## config.mk

```make
export PLATFORM = sky130hd
export DESIGN_NAME = smul_seq
export DESIGN_NICKNAME = d
export VERILOG_FILES = /design/src/rtl/smul_pkg.sv /design/src/rtl/smul_split.sv /design/src/rtl/smul_narrow.sv /design/src/rtl/smul_ctrl.sv /design/src/rtl/smul_acc.sv /design/src/rtl/smul_seq.sv
export SDC_FILE = /design/constraint.sdc
export NUM_CORES = 1
export LEC_CHECK = 0
export CAP_MARGIN = 5
export CORE_MARGIN = 1
export CORE_UTILIZATION = 40
export CTS_CLUSTER_SIZE = 16
export DETAILED_ROUTE_END_ITERATION = 16
export GPL_ROUTABILITY_DRIVEN = 0
export MAX_ROUTING_LAYER = met4
export PLACE_DENSITY = 0.61
export SLEW_MARGIN = 10
export SYNTH_ARGS = -nofsm -noshare
export SYNTH_HDL_FRONTEND = slang
export SYNTH_HIERARCHICAL = 1
export SYNTH_SLANG_ARGS = --single-unit
```

## constraint.sdc

```tcl
create_clock -name clk -period 19.3 [get_ports clk]
set_clock_uncertainty 0.1 [all_clocks]
set_input_delay 1.93 -clock clk [delete_from_list [all_inputs] [get_ports clk]]
set_output_delay 1.93 -clock clk [all_outputs]
set_load 0.01 [all_outputs]
```

## src/rtl/smul_pkg.sv

```systemverilog
package smul_pkg;
  typedef enum logic [2:0] {
    ST_IDLE = 3'd0,
    ST_LL   = 3'd1,
    ST_HL   = 3'd2,
    ST_LH   = 3'd3,
    ST_HH   = 3'd4
  } step_e;
endpackage

```

## src/rtl/smul_split.sv

```systemverilog
module smul_split #(
  parameter int OP_W = 32,
  parameter int LO_W = 17
) (
  input  logic [OP_W-1:0]      op,
  output logic signed [LO_W:0] lo_part,
  output logic signed [LO_W:0] hi_part
);
  localparam int HI_W  = OP_W - LO_W;
  localparam int EXT_W = LO_W + 1 - HI_W;

  // low slice: zero placed on top, so it is never negative
  assign lo_part = {1'b0, op[LO_W-1:0]};
  // high slice: sign bit copied upward
  assign hi_part = {{EXT_W{op[OP_W-1]}}, op[OP_W-1:LO_W]};
endmodule

```

## src/rtl/smul_narrow.sv

```systemverilog
module smul_narrow #(
  parameter int PART_W = 18,
  parameter int ACC_W  = 48
) (
  input  logic signed [PART_W-1:0] mul_x,
  input  logic signed [PART_W-1:0] mul_y,
  output logic signed [ACC_W-1:0]  pp
);
  localparam int FULL_W = 2 * PART_W;

  logic signed [FULL_W-1:0] full;

  assign full = mul_x * mul_y;
  assign pp   = {{(ACC_W-FULL_W){full[FULL_W-1]}}, full};
endmodule

```

## src/rtl/smul_ctrl.sv

```systemverilog
module smul_ctrl
  import smul_pkg::*;
(
  input  logic  clk,
  input  logic  rst_n,
  input  logic  start_valid,
  output logic  start_ready,
  output logic  accept,
  output step_e step,
  output logic  done
);
  step_e step_q, step_d;
  logic  done_q;

  assign start_ready = (step_q == ST_IDLE);
  assign accept      = start_valid && start_ready;
  assign step        = step_q;
  assign done        = done_q;

  always_comb begin
    case (step_q)
      ST_IDLE: step_d = accept ? ST_LL : ST_IDLE;
      ST_LL:   step_d = ST_HL;
      ST_HL:   step_d = ST_LH;
      ST_LH:   step_d = ST_HH;
      default: step_d = ST_IDLE;
    endcase
  end

  always_ff @(posedge clk or negedge rst_n) begin
    if (!rst_n) begin
      step_q <= ST_IDLE;
      done_q <= 1'b0;
    end else begin
      step_q <= step_d;
      done_q <= (step_q == ST_HH);
    end
  end

  // once a request is taken, the block stops offering ready
  assert_busy_after_accept_R2: assert property (@(posedge clk) disable iff (!rst_n)
    accept |=> !start_ready);

  // completion notice lasts one cycle
  assert_done_single_R3: assert property (@(posedge clk) disable iff (!rst_n)
    done |=> !done);

  // a busy sequencer steps forward regardless of start_valid
  assert_busy_advances_R6: assert property (@(posedge clk) disable iff (!rst_n)
    (step_q != ST_IDLE) |=> (step_q != $past(step_q)));
endmodule

```

## src/rtl/smul_acc.sv

```systemverilog
module smul_acc
  import smul_pkg::*;
#(
  parameter int OP_W  = 32,
  parameter int LO_W  = 17,
  parameter int ACC_W = 48
) (
  input  logic                    clk,
  input  logic                    rst_n,
  input  step_e                   step,
  input  logic signed [ACC_W-1:0] pp,
  output logic [2*OP_W-1:0]       product
);
  localparam int PROD_W = 2 * OP_W;
  localparam int TOP_W  = PROD_W - 2 * LO_W;

  logic signed [ACC_W-1:0] acc_q;
  logic signed [ACC_W-1:0] sum_plain;
  logic signed [ACC_W-1:0] sum_shift;
  logic [LO_W-1:0]         lo_slice_q;
  logic [LO_W-1:0]         mid_slice_q;
  logic [PROD_W-1:0]       prod_q;

  assign sum_plain = acc_q + pp;
  assign sum_shift = (acc_q >>> LO_W) + pp;
  assign product   = prod_q;

  always_ff @(posedge clk or negedge rst_n) begin
    if (!rst_n) begin
      acc_q       <= '0;
      lo_slice_q  <= '0;
      mid_slice_q <= '0;
      prod_q      <= '0;
    end else begin
      case (step)
        ST_LL: begin
          acc_q      <= pp;
          lo_slice_q <= pp[LO_W-1:0];
        end
        ST_HL: acc_q <= sum_shift;
        ST_LH: begin
          acc_q       <= sum_plain;
          mid_slice_q <= sum_plain[LO_W-1:0];
        end
        ST_HH: begin
          acc_q  <= sum_shift;
          prod_q <= {sum_shift[TOP_W-1:0], mid_slice_q, lo_slice_q};
        end
        default: ;
      endcase
    end
  end

  // the last sum must fit the top slice, all bits above it being sign copies
  assert_top_fits_R4: assert property (@(posedge clk) disable iff (!rst_n)
    (step == ST_HH) |-> ((&sum_shift[ACC_W-1:TOP_W-1]) || !(|sum_shift[ACC_W-1:TOP_W-1])));
endmodule

```

## src/rtl/smul_seq.sv

```systemverilog
module smul_seq
  import smul_pkg::*;
#(
  parameter int OP_W  = 32,
  parameter int LO_W  = 17,
  parameter int ACC_W = 48
) (
  input  logic                 clk,
  input  logic                 rst_n,
  input  logic                 start_valid,
  output logic                 start_ready,
  input  logic [OP_W-1:0]      op_a,
  input  logic [OP_W-1:0]      op_b,
  output logic                 done,
  output logic [2*OP_W-1:0]    product
);
  localparam int PART_W = LO_W + 1;

  logic                     accept;
  step_e                    step;
  logic [OP_W-1:0]          a_q, b_q;
  logic signed [PART_W-1:0] a_lo, a_hi, b_lo, b_hi;
  logic signed [PART_W-1:0] mul_x, mul_y;
  logic signed [ACC_W-1:0]  pp;

  smul_ctrl u_ctrl (
    .clk         (clk),
    .rst_n       (rst_n),
    .start_valid (start_valid),
    .start_ready (start_ready),
    .accept      (accept),
    .step        (step),
    .done        (done)
  );

  always_ff @(posedge clk or negedge rst_n) begin
    if (!rst_n) begin
      a_q <= '0;
      b_q <= '0;
    end else if (accept) begin
      a_q <= op_a;
      b_q <= op_b;
    end
  end

  smul_split #(.OP_W(OP_W), .LO_W(LO_W)) u_split_a (
    .op (a_q), .lo_part (a_lo), .hi_part (a_hi)
  );

  smul_split #(.OP_W(OP_W), .LO_W(LO_W)) u_split_b (
    .op (b_q), .lo_part (b_lo), .hi_part (b_hi)
  );

  // pick the operand pair for the current step
  always_comb begin
    case (step)
      ST_HL:   begin mul_x = a_hi; mul_y = b_lo; end
      ST_LH:   begin mul_x = a_lo; mul_y = b_hi; end
      ST_HH:   begin mul_x = a_hi; mul_y = b_hi; end
      default: begin mul_x = a_lo; mul_y = b_lo; end
    endcase
  end

  smul_narrow #(.PART_W(PART_W), .ACC_W(ACC_W)) u_narrow (
    .mul_x (mul_x), .mul_y (mul_y), .pp (pp)
  );

  smul_acc #(.OP_W(OP_W), .LO_W(LO_W), .ACC_W(ACC_W)) u_acc (
    .clk     (clk),
    .rst_n   (rst_n),
    .step    (step),
    .pp      (pp),
    .product (product)
  );

  // completion follows a taken request by five edges
  assert_done_latency_R3: assert property (@(posedge clk) disable iff (!rst_n)
    done |-> $past(start_valid && start_ready, 5));

  // operands are frozen while busy
  assert_ops_frozen_R6: assert property (@(posedge clk) disable iff (!rst_n)
    !start_ready |=> ($stable(a_q) && $stable(b_q)));

  // the result moves only with the completion notice
  assert_product_hold_R7: assert property (@(posedge clk) disable iff (!rst_n)
    !done |-> $stable(product));

  // the completion cycle offers ready
  assert_ready_in_done_R8: assert property (@(posedge clk) disable iff (!rst_n)
    done |-> start_ready);
endmodule

```

==> flow_summary_export.csv, run 1 <==
group,metric,value,unit
timing,max_freq,0.0889,GHz
yosys,synth-seq-cells,214,
drt,vias_per_cell,5.39,
yosys,avgSynthCellArea,8.85,um2
place,io_buffers,132,
clock_tree,cts.path.max_buffers,3,
yosys,synth_area_leaders,"fa_1 24%, dfrtp_1 19%, ha_1 8.3%, nand2_1 6.5%, inv_1 5.3%",
run_status,status,"finished, final reports clean",
critical_path,r2r_cells,34,
timing,finalSetupViolCount,0,
timing,timing.final.max_slew_violations,0,
clock_tree,post_cts.repair.setup_buffers,0,
drt,route.vias.total,22000,
critical_path,reg2reg_slack,8050,ps
drt,drt_iter0_drc,1652,
yosys,synth_cell_types,96,
drt,wirelength,76200,um
global_routing,grt_max_degree,86,
finish,stdcell_count,4073,
clock_tree,cts_made_buffers,24,
yosys,ys.flop_type,"dfrtp_1",
critical_path,reg2reg_to,"u_acc/acc_q[47]",
die,rows,96,
hold_path,hold_depth,2,
critical_path,crit_slowest_cell,"fa_1",
drt,drtAntennaViolNets,0,
die,die_area,0.0713,mm2
global_routing,grt_pass1_wl,123000,um
clock_tree,cts_root_buf,"clkbuf_16",
yosys,async_reset_ff_frac,1.00,
drt,wire_per_inst,18.7,um
clock_tree,htreeDepth,1,
die,core,0.0691,mm2
critical_path,cp_slowest_stage_delay,870,ps
global_routing,track_usage,0.225,
global_routing,antenna_found_initial,0,
clock_tree,clkLatencyLatePin,580,ps
yosys,netlist_area,0.0281,mm2
die,io_pins,133,
yosys,netlist_instances,3174,
critical_path,startpoint_type,"flip-flop",
finish,antennaDiodeCount,0,
finish,drive_gt1_frac,0.0719,
timing,tightest_slew,1120,ps
finish,syn_to_final_growth,8.23,%
timing,tns,0,ps
hold_path,hold_path.class,"reg -> reg",
yosys,yosysTopAreaCell,"fa_1",
critical_path,crit_fanout,50,
run,cap_violations,0,
drt,drcViolationCount,0,
yosys,synth_nets,3759,
place,hpwlAfterDp,58600,um
place,dp_cells,4030,
clock_tree,clk_pin_slew,70,ps
clock_tree,cts_sinks,214,
critical_path,r2r-start,"u_ctrl/step[0]",
clock_tree,cts_hold_buf,0,
timing,maxSlewHeadroom,0.254,
timing,rsz0062_at_grt,"false",
clock_tree,cts_tree,"yes",
critical_path,worstPathArrival,11610,ps
drt,drt_first_pass_iters,6,
hold_path,min_to,"u_acc/product[27]",
yosys,ys_seq_area_frac,0.191,
critical_path,end_kind,"flip-flop",
global_routing,grt_pass1_vias,22300,
yosys,synth-edff-count,0,
hold_path,hold_start,"u_acc/mid_slice_q[10]",
die,die_x,267,um
finish,nets,3710,
yosys,synth_top_area_frac,0.236,
global_routing,grt_overflow_total,0,
die,start_util,0.407,
clock_tree,ctsResizeCount,0,
critical_path,critical_path_required,19660,ps
timing,hold_violations,0,
critical_path,worstSetupPathType,"reg -> reg",
timing,period_minus_slack,11250,ps
die,die_y,267,um
finish,utilization,0.440,
timing,post-route-period-util,0.583,
yosys,yosys_warnings,6,
## placed cells by master, fill, tap and decap left out, types with 19 or more instances in the layout
cell type,count
nand2_1,483
inv_1,399
fa_1,331
dfrtp_1,211
ha_1,187
and2_1,169
a21oi_1,159
o21ai_0,143
clkdlybuf4s50_1,131
nor2_1,120
xnor2_1,87
mux2_2,87
a21o_1,56
nand3_1,38
xor2_1,37
nor2b_1,30
clkbuf_16,24
a31oi_1,24
nor3b_1,22
buf_4,21
o22ai_1,21
nand2b_1,21
o21a_1,20
nand4_1,19
a211oi_1,19
nor3_1,19
## worst max-delay path: cells and delay by family (launching register included)
family / cells / cell delay, ps
fa+ha+maj: 8 / 4160
flops: 1 / 340
buf+inv: 5 / 1150
mux: 1 / 740
compound gates: 15 / 3790
xor+xnor: 1 / 130
simple gates: 4 / 640
## worst max-delay path by stage
stage,startpoint,to,cells past startpoint
after floorplan,u_ctrl/step[0],u_acc/acc_q[47],41
after detailed placement,u_ctrl/step[0],u_acc/acc_q[47],34
after global placement,u_ctrl/step[0],u_acc/acc_q[47],38
after global routing,u_ctrl/step[0],u_acc/acc_q[47],38
final,u_ctrl/step[0],u_acc/acc_q[47],34
after CTS,u_ctrl/step[0],u_acc/acc_q[47],34
## area by class of cell
type	instances	area [um2]
Multi-Input combinational cell	2332	20100
Clock buffer	31	667
Clock inverter	12	164
Sequential cell	214	5360
Fill cell	6787	38600
Tap cell	931	1160
Inverter	400	1500
Timing Repair Buffer	153	1480
## Yosys cell counts, types with 37 or more instances
master and n:
xor2_1 37, inv_1 399, o21ai_0 144, clkbuf_1 114, nor2_1 122, xnor2_1 88, nand2_1 484, ha_1 187
buf_4 87, a21oi_1 159, dfrtp_1 214, fa_1 331, mux2_2 87, a21o_1 56, and2_1 170, nand3_1 38
## sequential cells by signal (all words and copies together), names as in the netlist
name,flops
u_ctrl/step,3
a_q,32
b_q,32
u_acc/acc_q,48
u_ctrl/done,1
u_acc/mid_slice_q,17
u_acc/product,64
u_acc/lo_slice_q,17
## per-stage QoR
| step | setup slack (ps) | hold WS (ps) | cell area [um2] |
|---|---|---|---|
| 4_1_cts | 7990 | 373 | 30400 |
| 6_report | 8050 | 367 | 30400 |
| 3_3_place_gp | 8180 | 349 | 29600 |
| 3_5_place_dp | 8000 | 358 | 29600 |
| 5_1_grt | 7180 | 387 | 30400 |
| 2_1_floorplan | 9380 | 335 | 28100 |
## metal layers
metal / global-route usage / part of all wire / wire [um]
met1: 0.295 / 0.44 / 33600
met2: 0.373 / 0.48 / 36600
met3: 0.0185 / 0.051 / 3870
met4: 0.0683 / 0.028 / 2120
met5: - / 0 / 0
## kinds of logic (layout without fill, tap and decap cells)
kind of cell / Yosys count / count (layout) / synth area share
and+or+nand+nor: 973 / 973 / 0.162
buffers and inverters: 628 / 596 / 0.0965
AOI/OAI and AO/OA: 595 / 595 / 0.139
adders and majority gates: 518 / 518 / 0.319
DFF: 214 / 214 / 0.191
xor gates and xnor gates: 125 / 125 / 0.0390
muxes: 119 / 119 / 0.0531
other: 2 / 2 / 0.000267
Power of run 1 is not shown: default switching activity piles up to over one toggle a cycle in this logic, so the estimate is an artifact.
==> inputs of run 2 (changes only) <==
==> constraint.sdc (replaced) <==
create_clock -name clk -period 11 [get_ports clk]
set_clock_uncertainty 0.1 [all_clocks]
set_input_delay 1.1 -clock clk [delete_from_list [all_inputs] [get_ports clk]]
set_output_delay 1.1 -clock clk [all_outputs]
set_load 0.01 [all_outputs]
==> flow_summary_export.csv, run 2 (same netlist as run 1, synthesis figures left out) <==
group,metric,value,unit
run_status,status,"finished, final reports clean",
die,die_area,0.0713,mm2
critical_path,worstSetupPathType,"reg -> reg",
finish,drive_gt1_frac,0.0814,
critical_path,cp_slowest_stage_delay,700,ps
critical_path,r2r-start,"u_ctrl/step[1]",
critical_path,end_kind,"flip-flop",
finish,largest_reg_flops,64,
drt,vias_per_cell,5.35,
critical_path,crit_fanout,23,
clock_tree,cts_hold_buf,0,
clock_tree,cts.path.max_buffers,3,
global_routing,track_usage,0.223,
drt,drt_first_pass_iters,7,
hold_path,hold_path.class,"reg -> reg",
timing,max_freq,0.0959,GHz
finish,regArea,0.00536,mm2
die,die_y,267,um
critical_path,crit_slowest_cell,"a211oi_1",
finish,antennaDiodeCount,0,
finish,multi_input_area,0.0201,mm2
die,rows,96,
clock_tree,cts_sinks,214,
finish,final_cell_mix,"483 x nand2_1, 399 x inv_1, 331 x fa_1",
finish,num-fill-cells,6764,
die,core,0.0691,mm2
timing,hold_slack,363,ps
drt,wire_per_inst,18.3,um
timing,finalSetupViolCount,0,
drt,route.vias.total,21900,
global_routing,grt_pass1_wl,123000,um
critical_path,worstPathArrival,10770,ps
run,cap_violations,0,
finish,mostFrequentLayoutCell,"nand2_1",
clock_tree,clk_pin_slew,70,ps
critical_path,path_buf_inv,6,
critical_path,setup.worst_path.start,"u_ctrl/step[1]",
drt,drcViolationCount,0,
global_routing,grt_pass1_vias,22000,
clock_tree,clkLatencyLatePin,570,ps
timing,timing.final.max_slew_violations,0,
global_routing,antenna_found_initial,2,
timing,hold_violations,0,
timing,tightest_slew,1090,ps
timing,maxSlewHeadroom,0.268,
die,die_x,267,um
die,start_util,0.407,
drt,drt_iter0_drc,1638,
place,hpwlAfterDp,58200,um
global_routing,grt_max_degree,86,
clock_tree,cts_tree,"yes",
finish,nets,3737,
critical_path,path_delay_family,"adder cells",
drt,drtAntennaViolNets,0,
place,io_buffers,132,
timing,post-route-period-util,0.948,
clock_tree,cts_made_buffers,24,
critical_path,critical_path_required,11340,ps
die,io_pins,133,
finish,utilization,0.443,
timing,period_minus_slack,10430,ps
drt,wirelength,75000,um
global_routing,grt_overflow_total,0,
finish,syn_to_final_growth,8.98,%
clock_tree,cts_root_buf,"clkbuf_16",
clock_tree,htreeDepth,1,
critical_path,startpoint_type,"flip-flop",
critical_path,path_common_cell,"fa_1",
hold_path,hold_start,"u_acc/lo_slice_q[2]",
[run 2: final timing paths]
path / end / slack (ps) / cells after the start
setup / recovery: u_acc/acc_q[28] / 570 / 36
hold / removal: u_acc/product[2] / 360 / 2
setup reg to reg: u_acc/acc_q[28] / 570 / 36
hold reg to reg: u_acc/product[2] / 360 / 2
max in group asynchronous: u_acc/mid_slice_q[0] / 8910 / 2
min in group asynchronous: b_q[0] / 400 / 1
[run 2: final cells by class]
class / count / share of cell area
Timing Repair Buffer: 180 / 0.0557
Sequential cell: 214 / 0.175
Tap cell: 931 / 0.0380
Inverter: 400 / 0.0490
Clock buffer: 31 / 0.0214
Clock inverter: 13 / 0.00335
Multi-Input combinational cell: 2332 / 0.657
[run 2: repair_timing]
item                                    CTS  global route
endpoints found under the setup margin    0            24
gates resized for setup                   0            10
buffers inserted                          0            10
[run 2: through the flow]
stage          instance area (um2)  cells  setup WS (ps)  setup TNS [ps]
2_1_floorplan                28100   3174           1080               0
3_3_place_gp                 29700   4047            343               0
3_5_place_dp                 29700   4047            245               0
4_1_cts                      30500   4091            199               0
5_1_grt                      30600   4101          -14.3           -14.3
6_report                     30600   4101            569               0
[run 2: layer usage]
metal,up-vias,global-route usage,share of wire
met2,615,0.363,0.48
li1,10300,-,-
met3,136,0.0205,0.054
met1,10900,0.297,0.43
met5,-,-,0
met4,0,0.0657,0.030
[run 2: worst register-to-register path, delay by kind of cell (launching register included)]
kind	cells	cell delay, ps
flip-flops	1	580
adder cells (fa/ha/maj)	8	3500
buffers and inverters	6	580
AO/OA/AOI/OAI	13	3160
XOR/XNOR	3	1150
multiplexers	1	480
AND/OR/NAND/NOR	5	800
Power of run 2 is left out for the same reason.
